`config.mk`:
```
export PLATFORM = sky130hd
export DESIGN_NAME = modem_change_det
export DESIGN_NICKNAME = d
export VERILOG_FILES = /design/src/rtl/mcd_pkg.sv /design/src/rtl/mcd_sync.sv /design/src/rtl/mcd_edge.sv /design/src/rtl/mcd_flags.sv /design/src/rtl/modem_change_det.sv
export SDC_FILE = /design/constraint.sdc
export NUM_CORES = 1
export LEC_CHECK = 0
export BUFFER_PORTS_ARGS = -buffer_cell sky130_fd_sc_hd__buf_2
export CAP_MARGIN = 20
export CORE_AREA = 2 2 39 41
export DETAILED_ROUTE_END_ITERATION = 6
export DIE_AREA = 0 0 41 43
export PLACE_DENSITY = 0.79
export SKIP_CTS_REPAIR_TIMING = 1
export SLEW_MARGIN = 15
export SYNTH_ARGS = -nofsm -noshare
export SYNTH_HDL_FRONTEND = slang
export SYNTH_HIERARCHICAL = 1
export SYNTH_SLANG_ARGS = --single-unit
```
`constraint.sdc`:
```
create_clock -name clk -period 1 [get_ports clk]
set_input_delay 0.15 -clock clk [delete_from_list [all_inputs] [get_ports clk]]
set_output_delay 0.15 -clock clk [all_outputs]
set_load 0.01 [all_outputs]
```
`src/rtl/mcd_pkg.sv`:
```
package mcd_pkg;
  // number of watched modem lines: index 2 = DSR, 1 = CD, 0 = CTS
  localparam int unsigned SIG_N       = 3;
  // width of the host-visible status words
  localparam int unsigned WORD_W      = 8;
  // bit of the status words that holds the CTS entry; CD and DSR follow upward
  localparam int unsigned SIG_LSB     = 5;
  // flops in each input synchronizer
  localparam int unsigned SYNC_STAGES = 2;
endpackage

```
`src/rtl/mcd_sync.sv`:
```
module mcd_sync #(
  parameter int unsigned W      = 3,
  parameter int unsigned STAGES = 2
) (
  input  logic         clk,
  input  logic         rst_n,
  input  logic [W-1:0] async_in,
  output logic [W-1:0] sync_out
);
  logic [W-1:0] stage_q [STAGES];

  generate
    for (genvar s = 0; s < STAGES; s++) begin : g_stage
      if (s == 0) begin : g_first
        always_ff @(posedge clk or negedge rst_n) begin
          if (!rst_n) stage_q[s] <= '0;
          else        stage_q[s] <= async_in;
        end
      end else begin : g_next
        always_ff @(posedge clk or negedge rst_n) begin
          if (!rst_n) stage_q[s] <= '0;
          else        stage_q[s] <= stage_q[s-1];
        end
      end
    end
  endgenerate

  assign sync_out = stage_q[STAGES-1];
endmodule

```
`src/rtl/mcd_edge.sv`:
```
module mcd_edge #(
  parameter int unsigned W = 3
) (
  input  logic         clk,
  input  logic         rst_n,
  input  logic [W-1:0] level,
  input  logic [W-1:0] fall_en,
  input  logic [W-1:0] rise_en,
  output logic [W-1:0] hit
);
  logic [W-1:0] hist_q;

  always_ff @(posedge clk or negedge rst_n) begin
    if (!rst_n) hist_q <= '0;
    else        hist_q <= level;
  end

  generate
    for (genvar i = 0; i < W; i++) begin : g_line
      logic went_up, went_down;
      assign went_up   =  level[i] & ~hist_q[i];
      assign went_down = ~level[i] &  hist_q[i];
      assign hit[i]    = (went_up & rise_en[i]) | (went_down & fall_en[i]);
    end
  endgenerate
endmodule

```
`src/rtl/mcd_flags.sv`:
```
module mcd_flags #(
  parameter int unsigned W = 3
) (
  input  logic         clk,
  input  logic         rst_n,
  input  logic [W-1:0] hit,
  input  logic         clr,
  output logic [W-1:0] flags
);
  logic [W-1:0] flag_q;

  // clear first, then merge new hits so a coincident hit survives
  always_ff @(posedge clk or negedge rst_n) begin
    if (!rst_n) flag_q <= '0;
    else        flag_q <= (clr ? '0 : flag_q) | hit;
  end

  assign flags = flag_q;
endmodule

```
`src/rtl/modem_change_det.sv`:
```
module modem_change_det
  import mcd_pkg::*;
#(
  parameter int unsigned SYNC_DEPTH = SYNC_STAGES
) (
  input  logic              clk,
  input  logic              rst_n,
  input  logic              dsr_in,
  input  logic              cd_in,
  input  logic              cts_in,
  input  logic [SIG_N-1:0]  fall_en,
  input  logic [SIG_N-1:0]  rise_en,
  input  logic              irq_en,
  input  logic              eoi,
  output logic [WORD_W-1:0] level_word,
  output logic [WORD_W-1:0] change_word,
  output logic              irq
);
  logic [SIG_N-1:0] raw_lines;
  logic [SIG_N-1:0] sync_lines;
  logic [SIG_N-1:0] edge_hit;
  logic [SIG_N-1:0] flag_bits;

  assign raw_lines = {dsr_in, cd_in, cts_in};

  mcd_sync #(.W(SIG_N), .STAGES(SYNC_DEPTH)) u_sync (
    .clk      (clk),
    .rst_n    (rst_n),
    .async_in (raw_lines),
    .sync_out (sync_lines)
  );

  mcd_edge #(.W(SIG_N)) u_edge (
    .clk     (clk),
    .rst_n   (rst_n),
    .level   (sync_lines),
    .fall_en (fall_en),
    .rise_en (rise_en),
    .hit     (edge_hit)
  );

  mcd_flags #(.W(SIG_N)) u_flags (
    .clk   (clk),
    .rst_n (rst_n),
    .hit   (edge_hit),
    .clr   (eoi),
    .flags (flag_bits)
  );

  always_comb begin
    level_word                    = '0;
    level_word[SIG_LSB +: SIG_N]  = sync_lines;
    change_word                   = '0;
    change_word[SIG_LSB +: SIG_N] = flag_bits;
  end

  assign irq = irq_en & (|flag_bits);
endmodule

```
After elaboration in Yosys (flattened, before gate mapping)
Cells that the tools add are included.
Widths: inputs -> output; s select.
- output and inout port bits: 17
- logic and storage cells: 29
- flip-flop bits (word level): 12
- bitwise operators: 23
- mux-type cells: 1
- reduce and logical (&&, ||, !) cells: 1
- operators by type and width (cell ; number):
    $and 1x1->1 ; 13
    $not 1->1 ; 6
    $mux 3 ; 1
    $or 1x1->1 ; 3
    $or 3x3->3 ; 1
    $reduce_or 3->1 ; 1

Longest topological paths before layout
Gate-level depths: netlist of run 1.
- word-level depth: 5
- mapped depth: 4
- mapped depth without buffers: 3

Modules after synthesis
Netlist of run 1, hierarchy kept.
- by module, submodules not included (module ; area an instance (µm²) ; sequential area each (µm²) ; instances ; cells each):
    mcd_sync ; 172.7 ; 150.1 ; 1 ; 9
    mcd_edge ; 135.1 ; 75.1 ; 1 ; 12
    mcd_flags ; 101.3 ; 75.1 ; 1 ; 7
    modem_change_det ; 87.6 ; 0.0 ; 1 ; 12

Least setup slack after synthesis of run 1
OpenSTA, ideal clock, no wires.
- kind: register to output
- start: register u_flags.flag_q[1], in the netlist u_flags/flags[1]
- end: output irq
- setup slack: 111 ps
- stages on the path, launching flop included: 2
- arrival: 739 ps
- path buffers: 0
- cells stage by stage: dfrtp_1 -> o31a_1
- cells in the longest elaborated chain, start to end: 2
- RTL lines (element ; RTL line ; RTL):
    start: declaration ; mcd_flags.sv:10 ; logic [W-1:0] flag_q;
    start signal: assignment ; mcd_flags.sv:15 ; else flag_q <= (clr ? '0 : flag_q) | hit;
    $reduce_or 3->1 ; modem_change_det.sv:57 ; assign irq = irq_en & (|flag_bits);
    $and 1x1->1 ; modem_change_det.sv:57 ;
    end: declaration ; modem_change_det.sv:17 ; output logic irq
Every way passes these cells.

Final worst setup path of run 1
- start: register u_flags.flag_q[2], in the netlist u_flags/flags[2]
- end: output irq
Same word-level chain as after synthesis.

==> results of run 1 <==
==> worst register-to-register path: stages, from the launching register on <==
cell and delay, ns:
dfrtp_1 0.41, nand3b_1 0.11, o21ai_2 0.06, a21o_1 0.15
==> power groups by stage <==
| stage | clock [mW] | combinational (mW) | sequential (mW) |
|---|---|---|---|
| final | 0.275 | 0.133 | 0.538 |
| after global routing | 0.313 | 0.150 | 0.541 |
| after global placement | 0 | 0.115 | 0.544 |
| after detailed placement | 0 | 0.116 | 0.548 |
| after CTS | 0.286 | 0.117 | 0.538 |
| after floorplan | 0 | 0.0932 | 0.548 |
==> through the flow <==
stage	total power, mW	hold slack, ns	area, sq um	instances
after floorplan	0.641	-0.146	531	49
after global placement	0.659	0.0268	548	71
after detailed placement	0.664	0.0316	548	71
after CTS	0.941	-0.255	571	74
after global routing	1.00	0.194	618	79
final	0.946	0.204	618	79
==> per-layer routing <==
metal  share of wire  vias up
met4               0        0
met2            0.48       20
li1                -      155
met5               0        -
met1            0.43      131
met3           0.095        0
==> layout by cell type, fill, tap and decap left out <==
master	netlist	layout
buf_2	0	19
dfrtp_1	12	12
conb_1	1	10
dlygate4sd3_1	0	4
clkbuf_4	0	3
nand2_1	3	3
nand3b_1	3	3
o21ai_2	3	3
a21o_1	3	3
o31a_1	1	1
inv_1	1	1
buf_4	13	1
==> worst paths after layout <==
path	start	endpoint	slack, ns	depth (start not counted)
worst max-delay path	u_flags/flags[2]	irq	-0.24	2
worst min-delay path	eoi	u_flags/flags[2]	0.20	3
worst max register to register	u_sync/sync_out[1]	u_flags/flags[1]	0.17	3
worst min register to register	u_sync/stage_q[4]	u_sync/sync_out[1]	0.35	0
max in group asynchronous	rst_n	u_flags/flags[2]	0.52	2
min in group asynchronous	rst_n	u_edge/hist_q[2]	0.28	2
==> final cells by class <==
cell class                 instances  area, sq um
timing repair buffer              24          143
multi-input combinational         23          129
tap                               16         20.0
clock buffer                       3         22.5
sequential                        12          300
inverter                           1         3.75
fill                             140          766
==> flip-flops by register name, indices dropped and copies added (netlist names) <==
signal	cells
u_flags/flags	3
u_sync/sync_out	3
u_edge/hist_q	3
u_sync/stage_q	3
==> kinds of logic (layout without fill, tap and decap cells) <==
group | Yosys count | count (layout)
other | 1 | 10
buffers and inverters | 14 | 28
AOI/OAI and AO/OA | 7 | 7
and+or+nand+nor | 6 | 6
DFF | 12 | 12
==> metrics.cfg, run 1 <==
[setup_path]
critPathMaxFanout = 3
crit_required_ns = 0.85
crit_buf_inv = 1
start_kind = register
arrival_ns = 1.09
critPathTopFamily = flip-flops
worst_path_max_delay_cell = dfrtp_1
crit_chain = o31a_1 -> buf_2
cp-end-kind = output pin
criticalPathCategory = register to output pin
slowest_delay_ns = 0.39

[final_layout]
final_net_count = 78
drive_above_1_share = 0.413
syn2layout_area_growth_pct = 24.4
antenna_cells = 0
fin_util = 0.447

[logic_synthesis]
synth_top_area_frac = 0.605
synth_seq_cells = 12
synth_compound_area_frac = 0.116
yosys.area_share.simple = 0.0680
syn-cell-area_sq_um = 497
synthTopCellsByArea = dfrtp_1 60%, buf_4 20%, o21ai_2 5.3%
synth_ff_type = dfrtp_1
synth_edf_count = 0
synth_fa_ha_area_frac = 0
muxShareOfSynthArea = 0
yosysSeqAreaShare = 0.605
synth_top_family_by_area = buffers and inverters
yosysMostFrequentCell = buf_4
yosys_warnings = 6
syn_avg_cell_area_sq_um = 12.4
synth_xor_area_frac = 0
netlist_instances = 40
ys_types = 9
synth_common_cells = 13 x buf_4, 12 x dfrtp_1
yosys.area.top_type = dfrtp_1
synthArstFlopShare = 1.00

[power]
comb_power_share = 0.141
p_sw_frac = 0.236
power_frac_clock = 0.291
power_leakage_nw = 0.338
p_per_area_mw_per_mm2 = 1530
p_int_mw = 0.723
switchingPower_mw = 0.223
seqPwrFrac = 0.568
peakVddDrop_mv = 0.711

[global_route]
grt_pass1_wl_um = 897
grt_max_degree = 13
use_met3 = 0.0314
first_global_vias = 249
use_met1 = 0.0934
grt_overflow_total = 0
antenna_found_initial = 0
met2_usage = 0.109
top_usage_layer = met2
grt_usage = 0.0791

[timing]
timing.final.ws_setup_ns = -0.235
finalSetupTns_ns = -0.235
finClkSkew_ns = 0.000381
setup_viol = 1
finalCriticalPeriod_ns = 1.24
max_clock_freq_mhz = 810
final.period_utilization = 1.24
drv_slew = 0
hold_viol_final = 0
grt_setup_unrepaired = true

[flow_run]
cap_violations = 0

[placement]
place_hpwl_um = 534
globalplace.congestion = 0.587
numPortBuffers = 19
pre_cts_slack_ns = 0.0415

[floorplan]
pin_count = 30
start_util = 0.359
die_w_um = 41
rows = 14
die_area_sq_mm = 0.00176
core-area_sq_mm = 0.00138
die_y_um = 43

[clock_network]
clock_latency_ns = 0.26
htreeDepth = 1
cts.sink_count = 12
cts_tree = done
clockBufferDepth = 2
cts-root-buf = clkbuf_4
cts.clk_slew.worst_paths_ns = 0.07
numCtsBuffers = 3

[drt]
wirelength_um = 697
drt_pass1_iterations = 1
drtIter0Drc = 0
vias_per_cell = 3.87
drc_errors = 0
vias = 306
postRouteAntennaNets = 0
wl_per_cell_um = 8.82

[status]
failed_checks = setup timing
outcome = finished with violations

[worst_hold_path]
hold_path.class = input port to register

Power figures use the tool's default switching activity.
==> run 2: changes to the inputs <==
--- a/config.mk
+++ b/config.mk
@@ -5,12 +5,13 @@
 export SDC_FILE = /design/constraint.sdc
 export NUM_CORES = 1
 export LEC_CHECK = 0
+export ABC_AREA = 1
 export BUFFER_PORTS_ARGS = -buffer_cell sky130_fd_sc_hd__buf_2
 export CAP_MARGIN = 20
-export CORE_AREA = 2 2 39 41
+export CORE_MARGIN = 2
+export CORE_UTILIZATION = 40
 export DETAILED_ROUTE_END_ITERATION = 6
-export DIE_AREA = 0 0 41 43
-export PLACE_DENSITY = 0.79
+export PLACE_DENSITY = 0.82
 export SKIP_CTS_REPAIR_TIMING = 1
 export SLEW_MARGIN = 15
 export SYNTH_ARGS = -nofsm -noshare
==> run 2 against run 1 <==
Net effect: the flow still finishes with violations (setup timing); non-clock buffer count is 1 higher; register-to-register slack worse by 0.02 ns; synthesized cell count is 38% higher; design area is 4.5% higher; global-route usage is 3.0 points higher; critical endpoint unchanged; largest cell class unchanged; highest routed layer unchanged.
==> metrics.cfg, run 2 <==
[status]
outcome = finished with violations
failed_checks = setup timing

[worst_hold_path]
hold_path.class = input port to register
hold_start = eoi
holdPathEnd = u_flags/flags[0]
min_path_cells = 4  ; +1

[placement]
pre_cts_slack_ns = 0.164  ; +0.122 ns
place_hpwl_um = 578  ; +8.1%
numPortBuffers = 19  ; unchanged
globalplace.congestion = 0.603  ; +2.7%
placed_area_sq_um = 568  ; +3.7%
dp_cells = 84  ; +18%

[logic_synthesis]
netlist_instances = 55  ; +38%
ys_types = 9  ; unchanged
yosysSeqAreaShare = 0.578  ; -0.0262
synth_common_cells = 13 x buf_4, 12 x dfrtp_1, 11 x inv_1
yosys.area.top_type = dfrtp_1
synth_ff_type = dfrtp_1
syn-cell-area_sq_um = 519  ; +4.5%
synthArstFlopShare = 1.00  ; unchanged
synthTopCellsByArea = dfrtp_1 58%, buf_4 19%, inv_1 8.0%
synth_top_area_frac = 0.578  ; -0.0262
yosysMostFrequentCell = buf_4
yosys_warnings = 6  ; unchanged
synth_seq_cells = 12  ; unchanged
syn_avg_cell_area_sq_um = 9.44  ; -24%
synth_edf_count = 0  ; unchanged

[drt]
vias_per_cell = 4.00  ; +3.3%
wirelength_um = 795  ; +14%
postRouteAntennaNets = 0  ; unchanged
drt_pass1_iterations = 2  ; +1
wl_per_cell_um = 8.55  ; -3.1%
vias = 372  ; +22%
drc_errors = 0  ; unchanged
drtIter0Drc = 2  ; +2

[setup_path]
r2r_end = u_flags/flags[2]
r2r-start = u_sync/sync_out[2]
cp-end-kind = output pin
slowest_delay_ns = 0.38  ; about the same
worst_path_max_delay_cell = dfrtp_1
crit_chain = nor2_1 -> a21oi_1 -> buf_2
ff2ff_setup_slack_ns = 0.15  ; -0.02 ns
criticalPathCategory = register to output pin
start_kind = register
critPathMaxFanout = 3  ; unchanged
crit_required_ns = 0.85  ; about the same
ff2ff_path_depth = 5  ; +2
arrival_ns = 0.95  ; -0.14 ns

[timing]
setup_viol = 1  ; unchanged
drv_slew = 0  ; unchanged
finalCriticalPeriod_ns = 1.10  ; -0.134 ns
hold_viol_final = 0  ; unchanged
timing.final.ws_setup_ns = -0.101  ; +0.134 ns
fin_hold_ws_ns = 0.131  ; -0.0726 ns
finalSetupTns_ns = -0.101  ; +0.134 ns
grt_setup_unrepaired = true
final.period_utilization = 1.10  ; -0.134
finClkSkew_ns = 0.00147  ; +0.00109 ns
max_clock_freq_mhz = 908  ; +12%

[power]
p_per_area_mw_per_mm2 = 1470  ; -4.2%
p_total_mw = 0.946  ; about the same
peakVddDrop_mv = 0.784  ; +10%
power_leakage_nw = 0.392  ; +16%

[floorplan]
die_w_um = 40.0  ; -2.4%
start_util = 0.449  ; +0.0902
rows = 12  ; -2
core-area_sq_mm = 0.00116  ; -16%
pin_count = 30  ; unchanged
die_y_um = 40.0  ; -6.9%
die_area_sq_mm = 0.00160  ; -9.1%

[flow_run]
cap_violations = 0  ; unchanged

[final_layout]
layout.cells.non_filler = 93  ; +18%
syn2layout_area_growth_pct = 24.3  ; about the same
most-common-layout-cells = 19 x buf_2, 12 x dfrtp_1, 11 x inv_1
multiInputGateArea_sq_um = 110  ; -15%
fin_util = 0.558  ; +0.112
drive_above_1_share = 0.316  ; -0.0962
antenna_cells = 0  ; unchanged
seqCellArea_sq_um = 300  ; unchanged
final_net_count = 94  ; +21%
final_common_cell = buf_2
num-fill-cells = 110  ; -21%
fin_area_sq_um = 646  ; +4.5%

[clock_network]
cts.clk_slew.worst_paths_ns = 0.06  ; about the same
cts-root-buf = clkbuf_4
clock_latency_ns = 0.26  ; about the same
clockBufferDepth = 2  ; unchanged
numCtsBuffers = 3  ; unchanged
htreeDepth = 1  ; unchanged
cts_tree = done
cts.sink_count = 12  ; unchanged

[global_route]
grt_usage = 0.109  ; +0.0296
grt_overflow_total = 0  ; unchanged
first_global_vias = 273  ; +9.6%
antenna_found_initial = 0  ; unchanged
grt_pass1_wl_um = 1010  ; +12%
grt_max_degree = 13  ; unchanged

[run 2: cell types whose count changed after synthesis, sizes merged]
| cell | delta |
|---|---|
| a21oi | +1 |
| nand2 | +6 |
| nor2 | +1 |
| o21ai | -3 |
| nand3b | -3 |
| a21o | -3 |
| o31a | -1 |
| inv | +11 |
| nand3 | +6 |
[run 2: area by class of cell]
cell class	count	area share
timing repair buffer	25	0.233
inverter	12	0.0698
clock buffer	3	0.0349
tap	14	0.0271
sequential	12	0.465
multi-input combinational	27	0.171
[run 2: cells by family after synthesis]
logic type | Yosys count | share of synthesized area
AND/OR/NAND/NOR | 16 | 0.130
other | 1 | 0.00722
buffers and inverters | 25 | 0.275
flip-flops | 12 | 0.578
AO/OA/AOI/OAI | 1 | 0.00963
[run 2: critical path, delay by kind of cell, from the launching register on]
kind / cells / cell delay (ns)
flops: 1 / 0.38
buf+inv: 1 / 0.13
simple gates: 1 / 0.11
compound gates: 1 / 0.07
[run 2: how the worst max path moves through the flow]
| stage | startpoint | endpoint | slack (ns) | cells past startpoint |
|---|---|---|---|---|
| finish | u_flags/flags[2] | irq | -0.10 | 3 |
| global route | u_flags/flags[2] | irq | -0.15 | 3 |
| CTS | u_flags/flags[0] | irq | -0.13 | 3 |
| detailed placement | u_flags/flags[0] | irq | 0.16 | 3 |
| global placement | u_flags/flags[0] | irq | 0.20 | 3 |
| floorplan | u_flags/flags[1] | irq | 0.19 | 2 |
[run 2: power breakdown]
group	leakage [nW]	internal (mW)	switching, mW	total, mW
combinational	0.237	0.0623	0.0747	0.137
sequential	0.142	0.517	0.0187	0.536
clock	0.0138	0.139	0.135	0.274
[run 2: routing by layer]
layer / up-vias / global-route usage / wire [um]
li1: 186 / - / -
met1: 163 / 0.100 / 270
met3: 0 / 0.0833 / 82
met2: 23 / 0.173 / 441
met4: 0 / 0.0517 / 0
met5: - / 0 / 0
